### src/rtl/voq_sched.sv
module voq_sched #(
  parameter int N  = 4,
  parameter int CW = 4
) (
  input  logic            clk,
  input  logic            rst_n,
  input  logic [N-1:0]    arr_valid,
  input  logic [N*$clog2(N)-1:0] arr_dst,
  output logic [N-1:0]    gnt_valid,
  output logic [N*$clog2(N)-1:0] gnt_dst,
  output logic            overflow
);
  localparam int IW = $clog2(N);
  localparam logic [CW-1:0] CMAX = {CW{1'b1}};

  logic [CW-1:0] cnt   [N][N];
  logic [IW-1:0] a_dst [N];
  logic [IW-1:0] m_dst [N];
  logic [N-1:0]  m_v;
  logic          ovf_evt;

  for (genvar g = 0; g < N; g++) begin : g_unpack
    assign a_dst[g] = arr_dst[g*IW +: IW];
  end

  // greedy maximal matching: heaviest edge first, lowest input then output on ties
  always_comb begin
    logic [N-1:0]  row_free, col_free;
    logic [CW-1:0] best_w;
    logic [IW-1:0] bi, bj;
    logic          found;
    row_free = '1;
    col_free = '1;
    m_v      = '0;
    for (int i = 0; i < N; i++) m_dst[i] = '0;
    for (int k = 0; k < N; k++) begin
      best_w = '0;
      bi     = '0;
      bj     = '0;
      found  = 1'b0;
      for (int i = 0; i < N; i++)
        for (int j = 0; j < N; j++)
          if (row_free[i] && col_free[j] && cnt[i][j] > best_w) begin
            best_w = cnt[i][j];
            bi     = IW'(i);
            bj     = IW'(j);
            found  = 1'b1;
          end
      if (found) begin
        row_free[bi] = 1'b0;
        col_free[bj] = 1'b0;
        m_v[bi]      = 1'b1;
        m_dst[bi]    = bj;
      end
    end
  end

  always_comb begin
    ovf_evt = 1'b0;
    for (int i = 0; i < N; i++)
      for (int j = 0; j < N; j++)
        if (arr_valid[i] && a_dst[i] == IW'(j) && !(m_v[i] && m_dst[i] == IW'(j))
            && cnt[i][j] == CMAX)
          ovf_evt = 1'b1;
  end

  always_ff @(posedge clk) begin
    if (!rst_n) begin
      for (int i = 0; i < N; i++)
        for (int j = 0; j < N; j++) cnt[i][j] <= '0;
      gnt_valid <= '0;
      gnt_dst   <= '0;
      overflow  <= 1'b0;
    end else begin
      for (int i = 0; i < N; i++) begin
        for (int j = 0; j < N; j++) begin
          if (arr_valid[i] && a_dst[i] == IW'(j)) begin
            if (!(m_v[i] && m_dst[i] == IW'(j)) && cnt[i][j] != CMAX)
              cnt[i][j] <= cnt[i][j] + 1'b1;
          end else if (m_v[i] && m_dst[i] == IW'(j)) begin
            cnt[i][j] <= cnt[i][j] - 1'b1;
          end
        end
        gnt_dst[i*IW +: IW] <= m_dst[i];
      end
      gnt_valid <= m_v;
      overflow  <= ovf_evt;
    end
  end

  logic [N-1:0] col_taken;
  always_comb begin
    col_taken = '0;
    for (int i = 0; i < N; i++)
      if (gnt_valid[i]) col_taken[gnt_dst[i*IW +: IW]] = 1'b1;
  end

  for (genvar a = 0; a < N; a++) begin : g_chk_in
    for (genvar b = a + 1; b < N; b++) begin : g_pair

      no_col_clash_chk: assert property (@(posedge clk) disable iff (!rst_n)
        (gnt_valid[a] && gnt_valid[b]) |-> gnt_dst[a*IW +: IW] != gnt_dst[b*IW +: IW]);
    end
    for (genvar c = 0; c < N; c++) begin : g_cell

      grant_nonempty_chk: assert property (@(posedge clk) disable iff (!rst_n)
        (gnt_valid[a] && gnt_dst[a*IW +: IW] == IW'(c)) |-> $past(cnt[a][c]) != '0);

      maximal_chk: assert property (@(posedge clk) disable iff (!rst_n)
        (!gnt_valid[a] && $past(cnt[a][c]) != '0 && $past(rst_n)) |-> col_taken[c]);

      no_wrap_chk: assert property (@(posedge clk) disable iff (!rst_n)
        ($past(cnt[a][c]) == CMAX) |-> cnt[a][c] >= CMAX - 1'b1);

      step_one_chk: assert property (@(posedge clk) disable iff (!rst_n)
        (cnt[a][c] == $past(cnt[a][c])) || (cnt[a][c] == $past(cnt[a][c]) + 1'b1)
        || (cnt[a][c] == $past(cnt[a][c]) - 1'b1));
    end
  end


  reset_quiet_chk: assert property (@(posedge clk)
    $past(!rst_n) |-> (gnt_valid == '0 && !overflow));
endmodule

### config.mk
export PLATFORM = sky130hd
export DESIGN_NAME = voq_sched
export DESIGN_NICKNAME = d
export VERILOG_FILES = /design/src/rtl/voq_sched.sv
export SDC_FILE = /design/constraint.sdc
export NUM_CORES = 1
export LEC_CHECK = 0
export BUFFER_PORTS_ARGS = -buffer_cell sky130_fd_sc_hd__buf_2
export CAP_MARGIN = 20
export CORE_ASPECT_RATIO = 0.5
export CORE_MARGIN = 10
export CORE_UTILIZATION = 50
export CTS_CLUSTER_DIAMETER = 40
export DETAILED_ROUTE_END_ITERATION = 10
export MAX_ROUTING_LAYER = met4
export PLACE_DENSITY = 0.66
export REMOVE_ABC_BUFFERS = 1
export SLEW_MARGIN = 20
export SYNTH_ARGS = -nofsm -noshare
export SYNTH_HDL_FRONTEND = slang
export SYNTH_SLANG_ARGS = --single-unit
### constraint.sdc
create_clock -name clk -period 130.1 [get_ports clk]
set_clock_uncertainty 0.05 [all_clocks]
set_input_delay 13.01 -clock clk [delete_from_list [all_inputs] [get_ports clk]]
set_output_delay 13.01 -clock clk [all_outputs]
set_load 0.03 [all_outputs]
==> reports/metrics.cfg <==
[route]
drt-pass1-iter-count=6
wirelength_um=67500
wl_met3_um=8330
dr_wl_met2_um=27400
highest-signal-layer=met4
drc=0
antenna_left=0
vias=20300
drt-wirelength-per-cell_um=22.1
met1Wirelength_um=30100
drtIter0Drc=2635
vias_per_cell=6.65

[layout]
stdcell_area_sq_mm=0.0198
fillerInstances=3805
stdcell_count=3052
register_area_sq_mm=0.00218
multi_input_area_sq_mm=0.0157
drive_above_1_share=0.0901
post-route-util=0.527
nets=2766
syn2layout_area_growth_pct=3.30

[die]
fp.dieH_um=159
initial_core_util=0.510
die-area_sq_mm=0.0471
core_region_area_sq_mm=0.0377
num_rows=50
ios=27
dieWidth_um=297

[sta]
rsz0062_at_grt=no
finalHoldViolations=0
max_clock_freq_mhz=8.45
tns_ns=0
worst_slew_pin_slew_ns=1.14
finalCriticalPeriod_ns=118.35
slew_headroom=0.238
setup_violations=0
finalCritPeriodShare=0.910
finalMaxSlewViolations=0

[logic_synthesis]
syn_inst=2553
async_flop_share=0
synth_cell_types=142
synth-edff-count=64
syn_area_sq_mm=0.0192
ys_ff_latch=77
ys_seq_area_frac=0.114
yosys.area.top_type_share=0.138
netlist_top_cells_area=ha_1 (14%), edfxtp_1 (10%), nor2_1 (4.9%), nand2_1 (4.6%), a21oi_1 (4.1%)
ys_warn_count=0
synth_area_leader_cell=ha_1
syn_area_per_cell_sq_um=7.52
ys.flop_type=edfxtp_1

[worst_setup_path]
r2r_slack_ns=11.75
startpoint=cnt[0][12]
r2r-start=cnt[0][12]
end_kind=register
start_kind=register
crit_path_max_incr_delay_ns=1.00
critPathKind=register to register
cpMaxStageDelayCell=a2111oi_1
cp_data_arrival_time_ns=118.43
cp_common_cell=ha_1
path_max_fanout=15
critPathRequiredTime_ns=130.19

[clock_network]
cts_sinks=77
htreeDepth=3
cts_resized=0
cts-root-buf=clkbuf_16
cts_tree=done
cts_buffers=9
cts_setup_buffers=0
hold_buffers=0
clockBufferDepth=2
clk_pin_slew_ns=0.07
clock_latency_ns=0.38

[global_route]
antenna_found_initial=2
grt_usage=0.282
grt_pass1_vias=18300
grt_pass1_wl_um=103000
grt_overflow=0
grt_max_degree=39

[outcome]
status=complete, no violations

[placed_design]
hpwl_um=54200
port-buffer-count=26
dp.cells=3034
dpl_cell_area_sq_mm=0.0195
gp_congestion=1.06

[hold_path]
min_path_type=register to register
worstHoldStart=cnt[1][16]

[flow_run]
maxCapViolations=0

[sequential cells by signal, summed over array words and instances, names as in the netlist]
signal / flops
cnt: 64
gnt_valid: 4
overflow: 1
gnt_dst: 8
[layout make-up]
cell class                      instances  area share
Timing Repair Buffer                   51      0.0159
Multi-Input combinational cell       2202       0.792
Clock inverter                          5     0.00259
Clock buffer                           11      0.0117
Sequential cell                        77       0.110
Tap cell                              520      0.0328
Inverter                              185      0.0350
Antenna cell                            1    0.000126
[routing by layer]
metal,GRT usage,up-vias
met4,0.0721,0
met5,-,-
li1,-,9574
met2,0.411,1008
met3,0.0735,128
met1,0.383,9589
[cells in the mapped netlist, drive strengths merged (33+ instances only)]
| cell | n |
|---|---|
| a21o | 60 |
| nor2 | 252 |
| mux2 | 68 |
| nand2 | 238 |
| buf | 53 |
| xnor2 | 49 |
| mux2i | 53 |
| o21ai | 166 |
| nand4 | 41 |
| inv | 180 |
| edfxtp | 64 |
| and2 | 38 |
| nand2b | 39 |
| nand3 | 98 |
| clkbuf | 36 |
| and3 | 54 |
| ha | 212 |
| nor3 | 59 |
| a21oi | 166 |
| a31oi | 33 |
[kinds of logic after synthesis]
family                   after synthesis  share of synthesized area
flip-flops                            77                      0.114
XOR/XNOR                              66                     0.0301
buffers and inverters                274                     0.0687
multiplexers                         121                     0.0704
AND/OR/NAND/NOR                      982                      0.258
AO/OA/AOI/OAI                        799                      0.302
adder cells (fa/ha/maj)              234                      0.157
[worst max-delay path, delay by kind of cell, from the launching register on]
kind / cells / cell delay [ns]
AO/OA/AOI/OAI: 214 / 46.08
AND/OR/NAND/NOR: 171 / 31.87
adder cells (fa/ha/maj): 65 / 19.42
multiplexers: 43 / 16.11
buffers and inverters: 36 / 3.87
flip-flops: 1 / 0.54
[stage by stage]
step	hold WS, ns	worst slack (ns)
2_1_floorplan	0.530	31.27
3_3_place_gp	0.559	16.27
3_5_place_dp	0.569	14.37
4_1_cts	0.579	13.99
5_1_grt	0.622	3.70
6_report	0.585	11.75
[path summary, 6_finish.rpt]
kind           endpoint  cells past startpoint
max          cnt[1][15]                    529
min          cnt[1][16]                      1
max reg2reg  cnt[1][15]                    529
min reg2reg  cnt[1][16]                      1
[layout by cell type, fill, tap and decap left out, drive strengths merged, types with 12 or more instances in the layout]
| cell | n |
|---|---|
| ha | 212 |
| buf | 50 |
| inv | 180 |
| nor2 | 252 |
| nor3 | 59 |
| and2 | 38 |
| nand3b | 15 |
| mux2i | 53 |
| nand3 | 98 |
| and3 | 54 |
| nand4 | 41 |
| xor2 | 17 |
| o211a | 14 |
| o31ai | 22 |
| mux2 | 68 |
| a31o | 19 |
| and4 | 13 |
| nand2 | 238 |
| o21a | 31 |
| xnor2 | 49 |
| fa | 14 |
| a21oi | 166 |
| nand2b | 39 |
| clkbuf | 12 |
| o2111ai | 14 |
| a31oi | 33 |
| or3 | 27 |
| a21o | 60 |
| a22oi | 12 |
| nor4 | 23 |
| or2 | 23 |
| a21boi | 16 |
| a211oi | 29 |
| nor2b | 27 |
| o211ai | 26 |
| dfxtp | 13 |
| o21ai | 166 |
| edfxtp | 64 |
Power is not shown: default switching activity piles up to over one toggle a cycle in this logic, so the estimate is an artifact.
